--- config.mk ---
export PLATFORM = sky130hd
export DESIGN_NAME = nan_pick_unit
export DESIGN_NICKNAME = d
export VERILOG_FILES = /design/src/rtl/nanp_pkg.sv /design/src/rtl/nanp_classify.sv /design/src/rtl/nanp_quiet.sv /design/src/rtl/nanp_chooser.sv /design/src/rtl/nan_pick_unit.sv
export SDC_FILE = /design/constraint.sdc
export NUM_CORES = 1
export LEC_CHECK = 0
export BUFFER_PORTS_ARGS = -buffer_cell sky130_fd_sc_hd__buf_2
export CAP_MARGIN = 20
export CORE_MARGIN = 3
export CORE_UTILIZATION = 48
export CTS_BUF_LIST = sky130_fd_sc_hd__clkbuf_4
export CTS_CLUSTER_DIAMETER = 200
export DETAILED_ROUTE_END_ITERATION = 10
export GPL_ROUTABILITY_DRIVEN = 1
export PLACE_DENSITY = 0.79
export SYNTH_ARGS = -nofsm -noshare
export SYNTH_HDL_FRONTEND = slang
export SYNTH_SLANG_ARGS = --single-unit
--- constraint.sdc ---
create_clock -name clk -period 0.8 [get_ports clk]
set_clock_uncertainty 0.1 [all_clocks]
set_input_delay 0.08 -clock clk [delete_from_list [all_inputs] [get_ports clk]]
set_output_delay 0.08 -clock clk [all_outputs]
set_load 0.01 [all_outputs]
--- src/rtl/nanp_pkg.sv ---
package nanp_pkg;

    typedef enum logic [1:0] {
        RULE_SIG_FIRST = 2'd0,
        RULE_A_FIRST   = 2'd1,
        RULE_MAGNITUDE = 2'd2,
        RULE_SPARE     = 2'd3
    } rule_e;

    typedef struct packed {
        logic is_q;
        logic is_s;
    } nan_cls_t;

endpackage

--- src/rtl/nanp_classify.sv ---
module nanp_classify
    import nanp_pkg::*;
#(
    parameter int W    = 32,
    parameter int FRAC = 23
) (
    input  logic [W-1:0] word_i,
    output nan_cls_t     cls_o
);
    logic exp_ones;
    logic low_frac_nz;

    always_comb begin
        exp_ones    = &word_i[W-2:FRAC];
        low_frac_nz = |word_i[FRAC-2:0];
        cls_o.is_q  = exp_ones & word_i[FRAC-1];
        cls_o.is_s  = exp_ones & ~word_i[FRAC-1] & low_frac_nz;
    end

    always_comb begin
        assert (!(cls_o.is_q && cls_o.is_s)) else $error("AST_CLASS_EXCL");
    end
endmodule

--- src/rtl/nanp_quiet.sv ---
module nanp_quiet
    import nanp_pkg::*;
#(
    parameter int W    = 32,
    parameter int FRAC = 23
) (
    input  logic [W-1:0] word_i,
    input  nan_cls_t     cls_i,
    output logic [W-1:0] word_o
);
    localparam logic [W-1:0] QBIT = W'(1) << (FRAC - 1);

    always_comb begin
        word_o = cls_i.is_s ? (word_i | QBIT) : word_i;
    end
endmodule

--- src/rtl/nanp_chooser.sv ---
module nanp_chooser
    import nanp_pkg::*;
#(
    parameter int W = 32
) (
    input  logic [W-1:0] word_a_i,
    input  logic [W-1:0] word_b_i,
    input  nan_cls_t     cls_a_i,
    input  nan_cls_t     cls_b_i,
    input  rule_e        rule_i,
    output logic         pick_b_o
);
    logic [W-2:0] mag_a;
    logic [W-2:0] mag_b;
    logic         a_larger;
    logic         a_nan;
    logic         b_nan;

    always_comb begin
        mag_a = word_a_i[W-2:0];
        mag_b = word_b_i[W-2:0];
        if (mag_a != mag_b) begin
            a_larger = (mag_a > mag_b);
        end else begin
            a_larger = (word_a_i < word_b_i);
        end
        a_nan = cls_a_i.is_q | cls_a_i.is_s;
        b_nan = cls_b_i.is_q | cls_b_i.is_s;
    end

    always_comb begin
        pick_b_o = 1'b0;
        unique case (rule_i)
            RULE_A_FIRST: begin
                pick_b_o = ~a_nan;
            end
            RULE_MAGNITUDE: begin
                if (cls_a_i.is_s) begin
                    if (cls_b_i.is_s) begin
                        pick_b_o = ~a_larger;
                    end else begin
                        pick_b_o = cls_b_i.is_q;
                    end
                end else if (cls_a_i.is_q) begin
                    if (cls_b_i.is_q) begin
                        pick_b_o = ~a_larger;
                    end else begin
                        pick_b_o = 1'b0;
                    end
                end else begin
                    pick_b_o = 1'b1;
                end
            end
            default: begin
                if (cls_a_i.is_s) begin
                    pick_b_o = 1'b0;
                end else if (cls_b_i.is_s) begin
                    pick_b_o = 1'b1;
                end else begin
                    pick_b_o = ~cls_a_i.is_q;
                end
            end
        endcase
    end

    always_comb begin
        if (rule_i == RULE_A_FIRST && a_nan) begin
            assert (!pick_b_o) else $error("AST_AFIRST_KEEPS_A");
        end
        if (rule_i == RULE_MAGNITUDE && a_nan && !b_nan) begin
            assert (!pick_b_o) else $error("AST_MAG_NAN_OVER_NUM");
        end
    end
endmodule

--- src/rtl/nan_pick_unit.sv ---
module nan_pick_unit
    import nanp_pkg::*;
#(
    parameter int          W        = 32,
    parameter int          FRAC     = 23,
    parameter logic [31:0] DFLT_NAN = 32'h7FC0_0000
) (
    input  logic          clk,
    input  logic          rst_n,
    input  logic          op_valid,
    input  logic [W-1:0]  op_a,
    input  logic [W-1:0]  op_b,
    input  logic [1:0]    rule_sel,
    input  logic          dflt_mode,
    input  logic          flag_clear,
    output logic          res_valid,
    output logic [W-1:0]  res_word,
    output logic          res_invalid,
    output logic          sticky_invalid
);
    localparam int NOPS = 2;
    localparam logic [W-1:0] DFLT_W = W'(DFLT_NAN);

    typedef struct packed {
        logic         valid;
        logic [W-1:0] word;
        logic         inv;
        logic         sticky;
    } state_t;

    state_t st_d, st_q;

    logic [W-1:0] opw     [NOPS];
    nan_cls_t     cls     [NOPS];
    logic         pick_b;
    logic [W-1:0] sel_word;
    nan_cls_t     sel_cls;
    logic [W-1:0] quiet_word;
    logic         any_snan;

    assign opw[0] = op_a;
    assign opw[1] = op_b;

    generate
        for (genvar i = 0; i < NOPS; i++) begin : g_cls
            nanp_classify #(.W(W), .FRAC(FRAC)) u_cls (
                .word_i (opw[i]),
                .cls_o  (cls[i])
            );
        end
    endgenerate

    nanp_chooser #(.W(W)) u_choose (
        .word_a_i (op_a),
        .word_b_i (op_b),
        .cls_a_i  (cls[0]),
        .cls_b_i  (cls[1]),
        .rule_i   (rule_e'(rule_sel)),
        .pick_b_o (pick_b)
    );

    always_comb begin
        sel_word = pick_b ? op_b   : op_a;
        sel_cls  = pick_b ? cls[1] : cls[0];
        any_snan = cls[0].is_s | cls[1].is_s;
    end

    nanp_quiet #(.W(W), .FRAC(FRAC)) u_quiet (
        .word_i (sel_word),
        .cls_i  (sel_cls),
        .word_o (quiet_word)
    );

    always_comb begin
        st_d       = st_q;
        st_d.valid = op_valid;
        if (flag_clear) begin
            st_d.sticky = 1'b0;
        end
        if (op_valid) begin
            st_d.inv    = any_snan;
            st_d.word   = dflt_mode ? DFLT_W : quiet_word;
            st_d.sticky = st_d.sticky | any_snan;
        end
    end

    always_ff @(posedge clk or negedge rst_n) begin
        if (!rst_n) begin
            st_q <= '0;
        end else begin
            st_q <= st_d;
        end
    end

    assign res_valid      = st_q.valid;
    assign res_word       = st_q.word;
    assign res_invalid    = st_q.inv;
    assign sticky_invalid = st_q.sticky;

    AST_STICKY_HOLD: assert property (@(posedge clk) disable iff (!rst_n)
        (sticky_invalid && !flag_clear) |=> sticky_invalid);
    AST_INV_SETS_STICKY: assert property (@(posedge clk) disable iff (!rst_n)
        res_invalid && res_valid |-> sticky_invalid);
    AST_CLEAR_IDLE: assert property (@(posedge clk) disable iff (!rst_n)
        (flag_clear && !op_valid) |=> !sticky_invalid);
    AST_SNAN_INVALID: assert property (@(posedge clk) disable iff (!rst_n)
        (op_valid && (cls[0].is_s || cls[1].is_s)) |=> res_invalid);
    AST_RESULT_QUIET: assert property (@(posedge clk) disable iff (!rst_n)
        res_valid |-> (&res_word[W-2:FRAC-1]));
    AST_DFLT_RESULT: assert property (@(posedge clk) disable iff (!rst_n)
        (op_valid && dflt_mode) |=> (res_word == DFLT_W));
    AST_STROBE: assert property (@(posedge clk) disable iff (!rst_n)
        op_valid |=> res_valid);
    AST_STROBE_IDLE: assert property (@(posedge clk) disable iff (!rst_n)
        !op_valid |=> !res_valid);
endmodule

After elaboration in Yosys (flattened, before gate mapping)
Cells that the tools add are included.
{"block": "op_classes", "magnitude_cmp": 2, "n_eq_ne": 3, "muxes": 14, "n_bitwise": 14, "reduce_logical": 4}
{"cell": "$mux 32", "count": 2}
{"cell": "$reduce_or 22->1", "count": 2}
{"cell": "$lt 32x32->1", "count": 1}
{"cell": "$gt 31x31->1", "count": 1}
{"cell": "$ne 31x31->1", "count": 1}
{"cell": "$mux 23", "count": 1}
{"cell": "$reduce_and 8->1", "count": 2}
{"cell": "$mux 1", "count": 10}
{"cell": "$and 1x1->1", "count": 6}
{"cell": "$not 1->1", "count": 5}
{"cell": "$or 1x1->1", "count": 3}
{"cell": "$eq 2x1->1 const B", "count": 1}
{"cell": "$eq 2x2->1 const B", "count": 1}
{"cell": "$pmux 1 s2", "count": 1}
{"block": "word_totals", "register_bits": 35, "input_bits": 71, "output_inout_bits": 35}

Logic depth before layout (Yosys ltp)
Gate-level depths: netlist of run 1.
{"block": "logic_depth", "word_depth": 10, "ltp_mapped": 12}

By module
Synthesis of run 1 repeated with hierarchy kept, for this count alone.
{"block": "hier_totals", "cells_unflattened": 396, "area_unflattened_um2": 3477.1}
{"module": "nan_pick_unit", "instances": 1, "cells_per_inst": 184, "area_per_inst_um2": 2006.9, "seq_area_each_um2": 875.8}
{"module": "nanp_chooser", "instances": 1, "cells_per_inst": 156, "area_per_inst_um2": 1078.5, "seq_area_each_um2": 0.0}
{"module": "nanp_quiet", "instances": 1, "cells_per_inst": 32, "area_per_inst_um2": 239.0, "seq_area_each_um2": 0.0}
{"module": "nanp_classify", "instances": 2, "cells_per_inst": 12, "area_per_inst_um2": 76.3, "seq_area_each_um2": 0.0}

Least setup slack after synthesis of run 1
Ideal clock, no wire load.
{"block": "synth_timing", "path_type": "in2reg", "startpoint": "input port op_b[30]", "endpoint": "register st_q, in the netlist res_word[0]", "setup_time_ns": 0.130, "arrival_time_ns": 2.000, "required_ns": 0.570, "setup_slack_ns": -1.429, "cell_stages": 12, "path_buffers": 2, "cell_sequence": "inv_1 -> ha_1 -> nand3_1 -> or2_4 -> nor4b_4 -> o211a_1 -> o41ai_2 -> and4b_1 -> buf_6 -> nor2_8 -> buf_12 -> o221ai_2"}
{"block": "synth_via", "elab_chain_len": 10, "word_cells_on_any_way": 19, "cone_classes": "order compare: 2; eq/ne: 1; mux: 11; bitwise: 4; reduce/logical: 1"}
{"item": "start: declaration", "line_no": "nan_pick_unit.sv:12", "source": "input logic [W-1:0] op_b,"}
{"item": "$lt 32x32->1 (tied with other cells)", "line_no": "nanp_chooser.sv:25", "source": "a_larger = (word_a_i < word_b_i);"}
{"item": "$mux 1", "line_no": "nanp_chooser.sv:22", "source": "if (mag_a != mag_b) begin"}
{"item": "$not 1->1", "line_no": "nanp_chooser.sv:40, nanp_chooser.sv:46"}
{"item": "$mux 1", "line_no": "nanp_chooser.sv:45", "source": "if (cls_b_i.is_q) begin"}
{"item": "$mux 1", "line_no": "nanp_chooser.sv:44", "source": "end else if (cls_a_i.is_q) begin"}
{"item": "$mux 1", "line_no": "nanp_chooser.sv:38", "source": "if (cls_a_i.is_s) begin"}
{"item": "$pmux 1 s2 *", "line_no": "nanp_chooser.sv:33", "source": "unique case (rule_i)"}
{"item": "$mux 32 *", "line_no": "nan_pick_unit.sv:63", "source": "sel_word = pick_b ? op_b : op_a;"}
{"item": "$mux 23 *", "line_no": "nanp_quiet.sv:14", "source": "word_o = cls_i.is_s ? (word_i | QBIT) : word_i;"}
{"item": "$mux 32 *", "line_no": "nan_pick_unit.sv:82", "source": "st_d.word = dflt_mode ? DFLT_W : quiet_word;"}
{"item": "end signal: assignment", "line_no": "nan_pick_unit.sv:91", "source": "st_q <= st_d;"}
{"item": "end: declaration", "line_no": "nan_pick_unit.sv:31", "source": "state_t st_d, st_q;"}
Mark *: on every way between the ends. The rest lies on a longest branch, timed or not.
A chain may end at the register's enable or synchronous reset.

Final worst setup path of run 1
{"block": "layout_timing", "startpoint": "input port op_b[18]", "endpoint": "register st_q, in the netlist res_word[6]"}
Same word-level chain as after synthesis.

==> impl_metrics.json, run 1 <==
{
  "irDropWorstVdd_v": 0.000652,
  "status": "finished with violations",
  "ys_ff_latch": 35,
  "cp_num_cells": 14,
  "numCtsBuffers": 5,
  "cts_tree": "yes",
  "finalWorstSetupSlack_ns": -1.53,
  "dieArea_sq_um": 8060,
  "path_buf_inv": 5,
  "initial_core_util_pct": 51.3,
  "htreeDepth": 2,
  "critPathLaunchType": "input port",
  "vias_per_cell": 6.55,
  "synth_ff_type": "dfrtp_1",
  "design_area_sq_um": 5910,
  "whs_ns": -0.0548,
  "routed-via-count": 4669,
  "grt_max_degree": 47,
  "worstHoldPathType": "in2reg",
  "tightest_slew_ns": 0.403,
  "fmax_mhz": 429,
  "hp-start": "op_b[12]",
  "wl_per_cell_um": 24.1,
  "cellLeakagePower_nw": 2.74,
  "ys_async_sr_fraction_pct": 100,
  "layout.nets": 724,
  "gp_congestion": 0.937,
  "root_buffer": "clkbuf_4",
  "worst_r2r_startpoint": "res_word[9]",
  "diodes": 0,
  "r2r_cells": 4,
  "synth.distinct_cells": 57,
  "clock_sinks": 35,
  "rsz0062_at_grt": "yes",
  "holdPathStages": 3,
  "avgSynthCellArea_sq_um": 8.89,
  "crit_path_top_delay_cell": "a32o_1",
  "cts_buffer_depth": 2,
  "p_per_area_nw_per_um2": 1160,
  "place_ws_ns": -1.77,
  "grt_pass1_vias": 4409,
  "min_period_ns": 2.33,
  "syn_nets": 484,
  "area_growth_pct": 75.5,
  "ant_nets": 0,
  "finalMaxSlewViolations": 0,
  "route.detailed.drc": 0,
  "grt_pass1_wl_um": 21700,
  "clk_pin_slew_ns": 0.13,
  "drive_gt1_share_pct": 58.2,
  "first_pass_iters": 6,
  "crit_arrival_ns": 2.49,
  "synthCells": 379,
  "core-area_sq_um": 6570,
  "hpwl_um": 9170,
  "setup_viol_count_final": 69,
  "antenna_found_initial": 0,
  "fin_crit_sh_pct": 291,
  "die_h_um": 89.8,
  "ys_seq_area_share_pct": 26.0,
  "dp_cells": 647,
  "placed_area_sq_um": 4940,
  "clkLatencyLatePin_ns": 0.34,
  "core.rowCount": 29,
  "syn_area_sq_um": 3370,
  "critPathMaxFanout": 6,
  "final.fill_count": 262,
  "fin_cells": 713,
  "required_ns": 0.96,
  "relSlewSlack_pct": 72.9,
  "crit_path_cell_trace": "buf_2, inv_1, ha_4, a21oi_2, nand3_1, a32o_1, a211oi_2, o21ai_4, buf_4, nand4b_1, buf_6, buf_12, nand4_1, o221ai_2",
  "worstSetupPathType": "in2reg",
  "violations": "hold timing, setup timing",
  "yosysWarnings": 0,
  "drt_iter0_markers": 435,
  "wl_um": 17200,
  "crit_path_end_kind": "flip-flop",
  "cp_top_family": "compound AO/OA/AOI/OAI gates",
  "maxCapViolCount": 0,
  "post-route-util_pct": 90.0,
  "pin_count": 106,
  "overflow": 0,
  "die-width_um": 89.8,
  "synth_enable_flop_cells": 0,
  "grt_usage_pct": 32.9,
  "crit_start": "op_b[18]",
  "critical_path.max_stage_delay_ns": 0.30,
  "numPortBuffers": 105,
  "hold_viol_final": 7
}
placed cells by master (no fill, tap or decap), types with 2 or more instances in the layout:
cell	instances
a211oi_1	2
a211oi_2	3
a21o_1	6
a21oi_1	12
a21oi_2	2
a31oi_1	10
buf_12	11
buf_2	85
buf_4	117
buf_6	21
buf_8	4
clkbuf_4	7
dfrtp_1	35
dlygate4sd3_1	12
ha_1	11
ha_4	23
inv_1	43
inv_2	11
inv_4	4
nand2_1	31
nand2_2	2
nand3_1	8
nand3_2	6
nand3_4	2
nand4_1	35
nor2_1	14
nor4_2	2
nor4_4	7
o211a_1	2
o211ai_1	2
o21ai_0	11
o21ai_1	9
o21ai_2	4
o21ai_4	3
o221ai_1	2
o221ai_2	21
or2_1	2
or2_4	2
stage by stage:
stage / power [W] / TNS (ns)
CTS: 0.00621 / -50.86
global route: 0.00708 / -60.50
floorplan: 0.00352 / -42.69
detailed placement: 0.00474 / -56.53
global placement: 0.00465 / -54.12
finish: 0.00688 / -57.22
area by class of cell:
| type | instances | area, sq um | area share, % |
|---|---|---|---|
| multi-input combinational | 265 | 2610 | 44.2 |
| clock buffer | 7 | 52.6 | 0.889 |
| sequential | 35 | 876 | 14.8 |
| tap | 93 | 116 | 1.97 |
| timing repair buffer | 252 | 1990 | 33.7 |
| inverter | 60 | 255 | 4.32 |
| clock inverter | 1 | 5.00 | 0.0847 |
state kept, by name (all words and copies together), names as in the netlist:
name	flops
res_valid	1
sticky_invalid	1
res_invalid	1
res_word	32
final timing paths:
check	end	slack (ns)
min in group asynchronous	res_word[3]	0.08
max in group asynchronous	res_word[5]	0.30
worst min-delay path	res_word[12]	-0.05
worst min register to register	res_word[30]	0.46
worst max-delay path	res_word[6]	-1.53
worst max register to register	res_word[9]	-0.26
cells by family (layout without fill, tap and decap cells):
logic type                 count (synthesis)  count (layout)  share of synthesized area [%]
and+or+nand+nor                          128             128                           21.6
AOI/OAI and AO/OA                        103             103                           25.9
buffers and inverters                     79             320                           13.9
DFF                                       35              35                           26.0
adders and majority gates                 34              34                           12.6
power breakdown:
group	total (W)	switching, W	internal (W)
Clock	0.00119	0.000773	0.000413
Combinational	0.00361	0.00181	0.00180
Sequential	0.00209	0.000123	0.00196
Total	0.00688	0.00270	0.00418
cell usage after synthesis (all sizes together) (2+ instances only):
master  count  share of area (%)
a21oi      14                2.1
o221ai     23                9.7
a31oi      11                2.0
inv        60                6.7
or2         4               0.82
a21o        7                1.6
nand3      16                2.5
o41ai       2               0.97
a211oi      5                1.1
nor2b       3               0.56
dfrtp      35                 26
buf         6                2.2
o21ai      27                4.5
nor4       10                2.0
ha         34                 13
o211ai      2               0.45
o211a       2               0.59
nor2       16                2.3
clkbuf     10                4.1
nand2      33                3.7
nand4      36                6.9
and3        2               0.37
what timing repair did:
item,4_1_cts,5_1_grt
resized for setup,58,44
hold buffers,11,1
setup buffers,26,16
setup endpoints to repair,69,69
endpoints found under the hold margin,54,9
pin swaps,24,25
gates cloned,3,1
worst register-to-register path, delay by kind of cell (launching register included):
kind | cells | cell delay, ns
flops | 1 | 0.42
buf+inv | 3 | 0.35
compound gates | 1 | 0.10
routing by layer:
layer | share of wire [%] | global-route usage (%) | routed length (um)
met4 | 9.7 | 14.8 | 1670
met2 | 47 | 59.5 | 8100
met3 | 11 | 5.93 | 1830
met1 | 33 | 37.6 | 5600
met5 | 0 | 0 | 0
(Power assumes the default switching activity.)
==> run 2: changes to the inputs <==
Settings changed: CORE_UTILIZATION 48 to 37, PLACE_DENSITY 0.79 to unset.
==> run 2 against run 1 <==
  * The run still ends with hold timing, setup timing left
  * Utilization down 17 points
  * Final cell count up 4.2%
  * Sequential share of layout area down 1.1 points
  * Critical path depth down 2
  * Hold slack better by 0.013 ns
  * Setup slack better by 0.14 ns
  * Largest cell class unchanged
  * Combinational power about the same
  * Count of clock-buffer cells in the layout down 2
  * Register-to-register slack better by 0.05 ns
  * Non-clock buffer count up 14
==> impl_metrics.json, run 2 (synthesis gave the netlist of run 1 again) <==
{
  "status": "finished with violations",
  "violations": "hold timing, setup timing",
  "fin_cells": 743,
  "cp_num_cells": 12,
  "r2r_cells": 4,
  "holdPathStages": 4,
  "power.total_w": 0.00708,
  "largest_reg_flops": 32,
  "pin_count": 106,
  "layout_commonest_cell": "buf_4",
  "critPathLaunchType": "input port",
  "first_pass_iters": 6,
  "worstHoldPathType": "in2reg",
  "diodes": 0,
  "final_cell_mix": "115 x buf_4, 61 x buf_2, 49 x buf_6, 37 x inv_1",
  "dr_wl_met3_um": 835,
  "cts_buffer_depth": 2,
  "wl_um": 13400,
  "met1_length_um": 5220,
  "post-route-util_pct": 73.1,
  "hp-start": "op_a[24]",
  "initial_core_util_pct": 38.4,
  "antenna_found_initial": 0,
  "htreeDepth": 2,
  "critical_path.max_stage_delay_ns": 0.33,
  "tightest_slew_ns": 0.322,
  "grt_max_degree": 47,
  "dieArea_sq_um": 10300,
  "top_layer": "met4",
  "hpwl_um": 9190,
  "vias_per_cell": 5.54,
  "crit_path_end_kind": "flip-flop",
  "die_h_um": 101,
  "layout.nets": 739,
  "whs_ns": -0.0422,
  "overflow": 0,
  "finalWorstSetupSlack_ns": -1.39,
  "dp_cells": 665,
  "crit_start": "op_b[27]",
  "clkLatencyLatePin_ns": 0.36,
  "core-area_sq_um": 8760,
  "clk_pin_slew_ns": 0.14,
  "hold_viol_final": 11,
  "wl_met2_um": 6800,
  "fin_crit_sh_pct": 274,
  "die-width_um": 101,
  "crit_arrival_ns": 2.34,
  "drt_iter0_markers": 217,
  "numPortBuffers": 105,
  "p_per_area_nw_per_um2": 1110,
  "numCtsBuffers": 5,
  "clock_sinks": 35,
  "worstSetupPathType": "in2reg",
  "critPathMaxFanout": 5,
  "routed-via-count": 4114,
  "cts_tree": "yes",
  "grt_usage_pct": 25.4,
  "drive_gt1_share_pct": 60.6,
  "area_growth_pct": 90.3,
  "cellLeakagePower_nw": 2.88,
  "grt_pass1_vias": 3990,
  "finalMaxSlewViolations": 0,
  "fmax_mhz": 457,
  "min_period_ns": 2.19,
  "maxCapViolCount": 0,
  "worst_r2r_startpoint": "res_word[21]",
  "route.detailed.drc": 0,
  "setup_tns_ns": -52.90,
  "setup_viol_count_final": 69,
  "rsz0062_at_grt": "yes",
  "relSlewSlack_pct": 78.5,
  "wl_per_cell_um": 18.1,
  "crit_path_top_delay_cell": "nor4b_4",
  "gp_congestion": 0.891,
  "cp_top_family": "simple AND/OR/NAND/NOR gates",
  "crit_path_cell_trace": "buf_8, inv_4, ha_4, nand4_1, or2_4, nor4b_4, o211a_1, o41ai_4, and4b_4, nor2_8, clkbuf_16, o221ai_2",
  "irDropWorstVdd_v": 0.000544,
  "grt_pass1_wl_um": 20600,
  "path_buf_inv": 3,
  "core.rowCount": 34,
  "ant_nets": 0,
  "root_buffer": "clkbuf_4",
  "required_ns": 0.95
}
[run 2: cell types whose count changed in the layout (fill, tap and decap cells not counted), moves of 3 or more]
cell | previous run | this run
buf_2 | 85 | 61
buf_6 | 21 | 49
buf_8 | 4 | 13
dlygate4sd3_1 | 12 | 17
ha_1 | 11 | 7
ha_4 | 23 | 27
inv_1 | 43 | 37
inv_4 | 4 | 10
nand3_1 | 8 | 11
nand3_2 | 6 | 3
o21ai_1 | 9 | 4
o21ai_2 | 4 | 8
[run 2: cell type report]
type	instances	area [sq um]
Multi-Input combinational cell	266	2740
Fill cell	613	2350
Timing Repair Buffer	266	2310
Sequential cell	35	876
Inverter	60	270
Tap cell	108	135
Clock inverter	3	38.8
Clock buffer	5	37.5
[run 2: final timing paths]
path | end | slack [ns]
max in group asynchronous | res_word[26] | 0.31
min in group asynchronous | res_word[9] | 0.09
worst max-delay path | res_word[18] | -1.39
worst min register to register | res_invalid | 0.43
worst min-delay path | res_word[24] | -0.04
worst max register to register | res_word[21] | -0.21
[run 2: where the power goes]
part,internal [W],total (W),switching (W)
clock,0.000643,0.00139,0.000745
combinational,0.00196,0.00362,0.00166
sequential,0.00196,0.00207,0.000111
[run 2: what timing repair did]
item / in CTS / in global routing
setup endpoints to repair: 69 / 69
pin swaps: 59 / 29
hold buffers: 16 / 1
endpoints found under the hold margin: 55 / 9
gates cloned: 3 / 1
resized for setup: 147 / 34
setup buffers: 30 / 22
[run 2: tightest hold or removal path, delay by kind of cell]
| family | cells | cell delay [ns] |
|---|---|---|
| compound gates | 2 | 0.11 |
| buf+inv | 2 | 0.23 |
[run 2: stage by stage]
stage | setup slack [ns] | instance area (sq um)
after floorplan | -1.37 | 3790
after detailed placement | -1.94 | 4980
final | -1.39 | 6410
after global routing | -1.42 | 6410
after global placement | -1.88 | 4980
after CTS | -1.25 | 6060
[run 2: per-layer routing]
layer  track usage (%)  vias to the layer above
li1                  -                     1929
met1              31.2                     1964
met2              44.9                      176
met3              2.96                       45
met4              10.1                        0
met5                 0                        -
